## config.mk

```make
export PLATFORM = sky130hd
export DESIGN_NAME = spt_adder
export DESIGN_NICKNAME = d
export VERILOG_FILES = /design/src/rtl/spt_pkg.sv /design/src/rtl/spt_prefix_cell.sv /design/src/rtl/spt_group_pg.sv /design/src/rtl/spt_carry_tree.sv /design/src/rtl/spt_ripple_seg.sv /design/src/rtl/spt_adder.sv
export SDC_FILE = /design/constraint.sdc
export NUM_CORES = 1
export LEC_CHECK = 0
export BUFFER_PORTS_ARGS = -buffer_cell sky130_fd_sc_hd__buf_2
export CORE_MARGIN = 8
export CORE_UTILIZATION = 51
export CTS_BUF_LIST = sky130_fd_sc_hd__clkbuf_8
export DETAILED_ROUTE_END_ITERATION = 10
export GPL_ROUTABILITY_DRIVEN = 1
export PLACE_DENSITY = 0.95
export SLEW_MARGIN = 20
export SYNTH_ARGS = -nofsm -noshare
export SYNTH_HDL_FRONTEND = slang
export SYNTH_SLANG_ARGS = --single-unit
export TNS_END_PERCENT = 20
```

## constraint.sdc

```tcl
create_clock -name clk_i -period 1 [get_ports clk_i]
set_input_delay 0 -clock clk_i [delete_from_list [all_inputs] [get_ports clk_i]]
set_output_delay 0 -clock clk_i [all_outputs]
set_load 0.005 [all_outputs]
```

## src/rtl/spt_pkg.sv

```systemverilog
package spt_pkg;
  typedef struct packed {
    logic g;
    logic p;
  } pg_t;

  // Combine a more significant span (hi) with the adjacent lower span (lo).
  function automatic pg_t pg_merge(input pg_t hi, input pg_t lo);
    pg_t r;
    r.g = hi.g | (hi.p & lo.g);
    r.p = hi.p & lo.p;
    return r;
  endfunction
endpackage

```

## src/rtl/spt_prefix_cell.sv

```systemverilog
module spt_prefix_cell
  import spt_pkg::*;
#(
  parameter bit IS_BLACK = 1'b1
) (
  input  pg_t hi_i,
  input  pg_t lo_i,
  output pg_t out_o
);
  pg_t merged;
  assign merged = pg_merge(hi_i, lo_i);

  generate
    if (IS_BLACK) begin : g_black
      assign out_o = merged;
    end else begin : g_gray
      // span already reaches the carry-in: propagate no longer used
      assign out_o = '{g: merged.g, p: 1'b0};
    end
  endgenerate
endmodule

```

## src/rtl/spt_group_pg.sv

```systemverilog
module spt_group_pg
  import spt_pkg::*;
#(
  parameter int GROUP = 4
) (
  input  logic [GROUP-1:0] a_i,
  input  logic [GROUP-1:0] b_i,
  output logic [GROUP-1:0] p_o,
  output logic [GROUP-1:0] g_o,
  output pg_t              grp_o
);
  localparam int LV = $clog2(GROUP);

  pg_t lvl [LV+1][GROUP];

  assign p_o = a_i ^ b_i;
  assign g_o = a_i & b_i;

  generate
    for (genvar j = 0; j < GROUP; j++) begin : g_leaf
      assign lvl[0][j] = '{g: g_o[j], p: p_o[j]};
    end
    for (genvar l = 0; l < LV; l++) begin : g_lvl
      localparam int CNT = GROUP >> (l + 1);
      for (genvar j = 0; j < GROUP; j++) begin : g_node
        if (j < CNT) begin : g_cell
          spt_prefix_cell #(.IS_BLACK(1'b1)) u_cell (
            .hi_i (lvl[l][2*j+1]),
            .lo_i (lvl[l][2*j]),
            .out_o(lvl[l+1][j])
          );
        end else begin : g_idle
          assign lvl[l+1][j] = '{g: 1'b0, p: 1'b0};
        end
      end
    end
  endgenerate

  assign grp_o = lvl[LV][0];
endmodule

```

## src/rtl/spt_carry_tree.sv

```systemverilog
module spt_carry_tree
  import spt_pkg::*;
#(
  parameter int NGRP = 4
) (
  input  pg_t              grp_i [NGRP],
  input  logic             cin_i,
  output logic [NGRP:0]    carry_o
);
  localparam int NEL = NGRP + 1;
  localparam int LV  = $clog2(NEL);

  pg_t node [LV+1][NEL];

  // element 0 is the carry-in, element k is group k-1
  assign node[0][0] = '{g: cin_i, p: 1'b0};

  generate
    for (genvar k = 1; k < NEL; k++) begin : g_in
      assign node[0][k] = grp_i[k-1];
    end
    for (genvar l = 0; l < LV; l++) begin : g_lvl
      localparam int D = 1 << l;
      for (genvar i = 0; i < NEL; i++) begin : g_node
        if (i >= D) begin : g_cell
          spt_prefix_cell #(.IS_BLACK(i >= 2*D)) u_cell (
            .hi_i (node[l][i]),
            .lo_i (node[l][i-D]),
            .out_o(node[l+1][i])
          );
        end else begin : g_pass
          assign node[l+1][i] = node[l][i];
        end
      end
    end
    for (genvar k = 0; k < NEL; k++) begin : g_out
      assign carry_o[k] = node[LV][k].g;
    end
  endgenerate
endmodule

```

## src/rtl/spt_ripple_seg.sv

```systemverilog
module spt_ripple_seg #(
  parameter int GROUP = 4
) (
  input  logic [GROUP-1:0] p_i,
  input  logic [GROUP-1:0] g_i,
  input  logic             c_i,
  output logic [GROUP-1:0] s_o,
  output logic             c_o
);
  logic [GROUP:0] c;
  assign c[0] = c_i;

  generate
    for (genvar j = 0; j < GROUP; j++) begin : g_bit
      assign s_o[j]   = p_i[j] ^ c[j];
      assign c[j+1]   = g_i[j] | (p_i[j] & c[j]);
    end
  endgenerate

  assign c_o = c[GROUP];
endmodule

```

## src/rtl/spt_adder.sv

```systemverilog
module spt_adder
  import spt_pkg::*;
#(
  parameter int WIDTH   = 16,
  parameter int GROUP   = 4,
  parameter bit OUT_REG = 1'b1
) (
  input  logic             clk_i,
  input  logic             rst_ni,
  input  logic [WIDTH-1:0] a_i,
  input  logic [WIDTH-1:0] b_i,
  input  logic             cin_i,
  output logic [WIDTH-1:0] sum_o,
  output logic             cout_o
);
  localparam int NGRP = WIDTH / GROUP;

  initial begin
    if (WIDTH % GROUP != 0 || GROUP < 2 || (GROUP & (GROUP - 1)) != 0)
      $error("spt_adder: WIDTH must be a multiple of a power-of-two GROUP");
  end

  logic [WIDTH-1:0] p, g, sum_d;
  pg_t              grp [NGRP];
  logic [NGRP:0]    tree_c;
  logic [NGRP-1:0]  seg_c;
  logic             cout_d;

  generate
    for (genvar k = 0; k < NGRP; k++) begin : g_grp
      spt_group_pg #(.GROUP(GROUP)) u_pg (
        .a_i  (a_i[k*GROUP +: GROUP]),
        .b_i  (b_i[k*GROUP +: GROUP]),
        .p_o  (p[k*GROUP +: GROUP]),
        .g_o  (g[k*GROUP +: GROUP]),
        .grp_o(grp[k])
      );
      spt_ripple_seg #(.GROUP(GROUP)) u_seg (
        .p_i(p[k*GROUP +: GROUP]),
        .g_i(g[k*GROUP +: GROUP]),
        .c_i(tree_c[k]),
        .s_o(sum_d[k*GROUP +: GROUP]),
        .c_o(seg_c[k])
      );
    end
  endgenerate

  spt_carry_tree #(.NGRP(NGRP)) u_tree (
    .grp_i  (grp),
    .cin_i  (cin_i),
    .carry_o(tree_c)
  );

  assign cout_d = tree_c[NGRP];

  // operands matching the current outputs (checker view only)
  logic [WIDTH-1:0] chk_a, chk_b;
  logic             chk_cin;

  generate
    if (OUT_REG) begin : g_oreg
      always_ff @(posedge clk_i or negedge rst_ni) begin
        if (!rst_ni) begin
          sum_o  <= '0;
          cout_o <= 1'b0;
        end else begin
          sum_o  <= sum_d;
          cout_o <= cout_d;
        end
      end
      always_ff @(posedge clk_i or negedge rst_ni) begin
        if (!rst_ni) begin
          chk_a   <= '0;
          chk_b   <= '0;
          chk_cin <= 1'b0;
        end else begin
          chk_a   <= a_i;
          chk_b   <= b_i;
          chk_cin <= cin_i;
        end
      end
    end else begin : g_comb
      assign sum_o   = sum_d;
      assign cout_o  = cout_d;
      assign chk_a   = a_i;
      assign chk_b   = b_i;
      assign chk_cin = cin_i;
    end
  endgenerate

  logic chk_ok;
  always_ff @(posedge clk_i or negedge rst_ni) begin
    if (!rst_ni) chk_ok <= 1'b0;
    else         chk_ok <= 1'b1;
  end

  // arithmetic result at the ports
  a_r1_sum_exact: assert property (@(posedge clk_i) disable iff (!rst_ni)
    chk_ok |-> ({cout_o, sum_o} ==
      ({1'b0, chk_a} + {1'b0, chk_b} + {{WIDTH{1'b0}}, chk_cin})));

  // all-propagate operands pass cin straight to the top
  a_r4_full_propagate: assert property (@(posedge clk_i) disable iff (!rst_ni)
    (&(a_i ^ b_i)) |-> (cout_d == cin_i && sum_d == {WIDTH{~cin_i}}));

  // carry-out matches wrap of the sum relative to an operand
  a_r5_cout_wrap: assert property (@(posedge clk_i) disable iff (!rst_ni)
    chk_ok |-> (cout_o ? (sum_o <= chk_a) : (sum_o >= chk_a)));

  // outputs only move after an operand change
  a_r6_hold: assert property (@(posedge clk_i) disable iff (!rst_ni)
    (chk_ok && $stable(chk_a) && $stable(chk_b) && $stable(chk_cin))
      |-> ($stable(sum_o) && $stable(cout_o)));

  generate
    for (genvar k = 0; k < NGRP; k++) begin : g_chk
      // local ripple and tree agree at each group boundary
      a_r8_seg_vs_tree: assert property (@(posedge clk_i) disable iff (!rst_ni)
        seg_c[k] == tree_c[k+1]);
    end
  endgenerate
endmodule

```

==> results of run 1 <==
## kinds of logic after synthesis
family                     count (synthesis)
AOI/OAI and AO/OA                         17
xor gates and xnor gates                   4
adders and majority gates                 28
buffers and inverters                      7
DFF                                       17
and+or+nand+nor                            8
## through the flow
step	setup WS, ns	cells
4_1_cts	-0.9926	193
3_5_place_dp	-1.366	187
3_3_place_gp	-1.309	187
2_1_floorplan	-1.133	81
## repair_timing
| action | in CTS |
|---|---|
| endpoints found under the hold margin | 17 |
| buffers inserted | 1 |
| pin swaps | 13 |
| hold buffers | 1 |
| resized for setup | 31 |
| endpoints found under the setup margin | 15 |
==> results.py, run 1 <==
metrics = {
    "die": {
        "die_y_um": 62.25,
        "die_width_um": 62.25,
        "ios": 52,
        "row_count": 16,
        "initial_core_util_pct": 55.05,
    },
    "logic_synthesis": {
        "yosysUniqueCellTypes": 21,
        "synthTopCellsByCount": "dfrtp_1 (17), ha_1 (16), fa_1 (12)",
        "yosys.area_share.simple_pct": 3.555,
        "synth.area.mux_share_pct": 0,
        "synth_xor_area_share_pct": 3.211,
        "yosysSeqAreaShare_pct": 38.99,
        "synth-warning-count": 0,
        "synth_top_cell_by_area": "dfrtp_1",
        "netlist_instances": 81,
        "synth_edf_count": 0,
        "synth-adder-area-share_pct": 40.37,
        "synth.most_common_cell": "dfrtp_1",
        "syn_area_mm2": 0.001091,
        "synth_top_family_by_area": "adder cells",
        "synth.area.top_cells": "dfrtp_1 (39%), fa_1 (22%), ha_1 (18%), xor2_1 (3.2%), inv_1 (2.4%)",
        "avgSynthCellArea_um2": 13.47,
        "async_reset_ff_share_pct": 100.0,
        "syn_nets": 144,
        "synth_top_area_share_pct": 38.99,
        "ys.flop_type": "dfrtp_1",
        "synth_compound_area_share_pct": 11.47,
        "ys_ff_latch": 17,
    },
    "grt": {
        "grt_max_degree": 18,
        "antenna_found_initial": 1,
    },
    "clock_tree": {
        "cts_sinks": 17,
        "cts-root-buf": "clkbuf_8",
        "h-tree-depth": 1,
        "cts_buffers": 3,
        "cts_buffer_depth": 2,
    },
    "timing": {
        "worst_endpoint": "sum_o[11]$_DFF_PN0_/D",
        "worstEpCategory": "register input",
    },
    "run_status": {
        "status": "did not finish",
        "stop_stage": "global routing",
        "toolErrorMsg": "[ERROR DPL-0033] detailed placement checks failed during check placement.",
    },
    "place": {
        "gp_congestion": 0.7819,
        "numPortBuffers": 51,
        "dp_hpwl_um": 2964,
        "placed_cell_area_mm2": 0.001677,
    },
}
==> run 2, diff against run 1 <==
- CORE_AREA: unset -> 8 8 69 71
- CORE_MARGIN: 8 -> unset
- CORE_UTILIZATION: 51 -> unset
- CTS_BUF_LIST: sky130_fd_sc_hd__clkbuf_8 -> unset
- DIE_AREA: unset -> 0 0 77 79
- PLACE_DENSITY: 0.95 -> unset
- PLACE_DENSITY_LB_ADDON: unset -> 0.15
==> run 2 against run 1 <==
The flow now finishes, with violations (setup timing). Synthesized area stayed put. Synthesized cell count unchanged.
==> results.py, run 2 <==
metrics = {
    "run_status": {
        "status": "complete, but fails checks",
        "violations": "setup timing",
    },
    "logic_synthesis": {
        "synth-adder-area-share_pct": 40.37,
        "yosys.area_share.simple_pct": 3.555,
        "synth_edf_count": 0,
        "syn_area_mm2": 0.001091,
        "synth.most_common_cell": "dfrtp_1",
        "synth_top_family_by_area": "adder cells",
        "synthTopCellsByCount": "dfrtp_1 (17), ha_1 (16), fa_1 (12)",
        "avgSynthCellArea_um2": 13.47,
        "synth_top_cell_by_area": "dfrtp_1",
        "yosysUniqueCellTypes": 21,
        "ys_ff_latch": 17,
        "synth_top_area_share_pct": 38.99,
        "synth_compound_area_share_pct": 11.47,
        "synth.area.mux_share_pct": 0,
        "syn_nets": 144,
        "synth-warning-count": 0,
        "async_reset_ff_share_pct": 100.0,
        "synth.area.top_cells": "dfrtp_1 (39%), fa_1 (22%), ha_1 (18%), xor2_1 (3.2%), inv_1 (2.4%)",
        "synth_xor_area_share_pct": 3.211,
        "netlist_instances": 81,
        "ys.flop_type": "dfrtp_1",
        "yosysSeqAreaShare_pct": 38.99,
    },
    "clock_tree": {
        "cts_buffers": 3,
        "cts_buffer_depth": 2,
        "h-tree-depth": 1,
        "clkTransAtPathRegs_ns": 0.07,
        "cts-root-buf": "clkbuf_8",
        "cts_tree": "done",
        "cts_sinks": 17,
    },
    "place": {
        "dp_hpwl_um": 2416,
        "placed_cell_area_mm2": 0.001713,
        "numPortBuffers": 51,
        "gp_congestion": 0.7945,
        "place_ws_ns": -1.377,
    },
    "power_and_ir_drop": {
        "peakVddDrop_mv": 0.4118,
        "powerDensity_mw_per_mm2": 1139,
        "total_power_uw": 2189,
        "leakagePower_uw": 0.0009040,
    },
    "cells_and_area": {
        "n_antenna_cell": 0,
        "syn_to_final_growth_pct": 76.15,
        "fin_util_pct": 50.59,
        "finish.instance_area_mm2": 0.001922,
        "nNetsFinal": 231,
        "layout_common_cells": "buf_2 (43), buf_4 (30), dfrtp_1 (17)",
        "largest-register": "sum_o",
        "largest_reg_flops": 16,
        "drive_above_1_share_pct": 69.46,
        "final_common_cell": "buf_2",
        "largestRegisters": "sum_o x16, cout_o x1",
    },
    "drt": {
        "drc_errors": 0,
        "dr.pass1.iters": 2,
        "routedWlPerCell_um": 13.34,
        "drtIter0Drc": 11,
        "vias_per_cell": 4.300,
        "ant_nets": 0,
        "wl_um": 2895,
        "vias": 933,
    },
    "grt": {
        "track_usage_pct": 10.04,
        "grt_pass1_wl_um": 5050,
        "grt_max_degree": 18,
        "antenna_found_initial": 0,
        "first_global_vias": 1131,
        "grt_remaining_overflow": 0,
    },
    "critical_path": {
        "crit_path_end_kind": "flop",
        "worst_ep_arrival_time_ns": 2.14,
        "crit_fanout": 3,
        "path_cells": "buf_6, ha_4, a211oi_2, o21ai_2, a31oi_2, nand2_1, fa_2, fa_2, fa_2, xor2_1",
        "crit_type": "in2reg",
        "cp_slowest_cell": "fa_2",
        "max_stage_delay_ns": 0.36,
        "crit_path_frequent_cell": "fa_2",
        "critPathLaunch": "a_i[0]",
        "startpoint_type": "input pin",
        "critPathRequiredTime_ns": 1.14,
    },
    "die": {
        "dieArea_mm2": 0.006083,
        "core_area_mm2": 0.003799,
        "initial_core_util_pct": 28.72,
        "ios": 52,
        "die_width_um": 77,
        "row_count": 23,
        "die_y_um": 79,
    },
    "timing": {
        "worst_slack_ns": -1.003,
        "slew_headroom_pct": 72.97,
        "hold_viol": 0,
        "fin_crit_ns": 2.003,
        "worstMarginPinSlew_ns": 0.4055,
        "slew_viol_final": 0,
        "holdWs_ns": 0.06030,
        "period_share_pct": 200.3,
        "clock.fmax_ghz": 0.4993,
        "setup_viol": 15,
        "rsz0062_at_grt": "yes",
    },
    "hold_path": {
        "min_path_type": "in2reg",
        "hold_start": "a_i[2]",
    },
    "run": {
        "cap_violations": 0,
    },
}
-- run 2: cell counts after synthesis --
No cell type changed its count.
-- run 2: what timing repair did --
action | 4_1_cts | 5_1_grt
gates resized for setup | 25 | 3
pin swaps | 10 | 7
hold buffers | 1 | 0
hold endpoints to repair | 17 | 0
endpoints found under the setup margin | 15 | 15
buffers inserted | 1 | 0
-- run 2: per-stage QoR --
stage | instances | setup TNS [ns]
finish | 217 | -8.041
global route | 217 | -9.028
CTS | 217 | -8.258
detailed placement | 211 | -13.60
global placement | 211 | -13.10
floorplan | 81 | -9.177
-- run 2: area by class of cell --
class                   count  area (um2)
inverters                   7       26.28
clock buffers               3       41.29
well taps                  50       62.56
clock inverters             1       5.005
fillers                   363        1877
flip-flops and latches     17       425.4
multi-input cells          57       817.0
repair buffers             82       544.3
-- run 2: logic make-up after synthesis --
logic type,Yosys count
flip-flops,17
AO/OA/AOI/OAI,17
AND/OR/NAND/NOR,8
adder cells (fa/ha/maj),28
buffers and inverters,7
XOR/XNOR,4
-- run 2: report_power, final --
group	total (uW)	switching (uW)	internal, uW
Clock	516	239	276
Sequential	852	29.5	822
Combinational	821	362	460
-- run 2: critical path, delay by kind of cell --
kind | cells | cell delay (ns)
xor+xnor | 1 | 0.14
fa+ha+maj | 4 | 1.28
buf+inv | 1 | 0.10
simple gates | 1 | 0.11
compound gates | 3 | 0.50
-- run 2: worst paths after layout --
path	to	slack, ns	cells after the start
worst max-delay path	sum_o[15]	-1.00	10
worst min-delay path	sum_o[2]	0.06	2
max in group asynchronous	sum_o[15]	0.51	2
min in group asynchronous	sum_o[0]	0.20	2
-- run 2: metal layers --
| layer | track usage, % | part of all wire (%) | vias up |
|---|---|---|---|
| met5 | 0 | 0 | - |
| met4 | 3.962 | 1.0 | 0 |
| met3 | 2.370 | 5.3 | 2 |
| met2 | 18.01 | 52 | 26 |
| met1 | 11.29 | 41 | 450 |
| li1 | - | - | 455 |
Note: power is estimated with default switching activity, not from simulation.
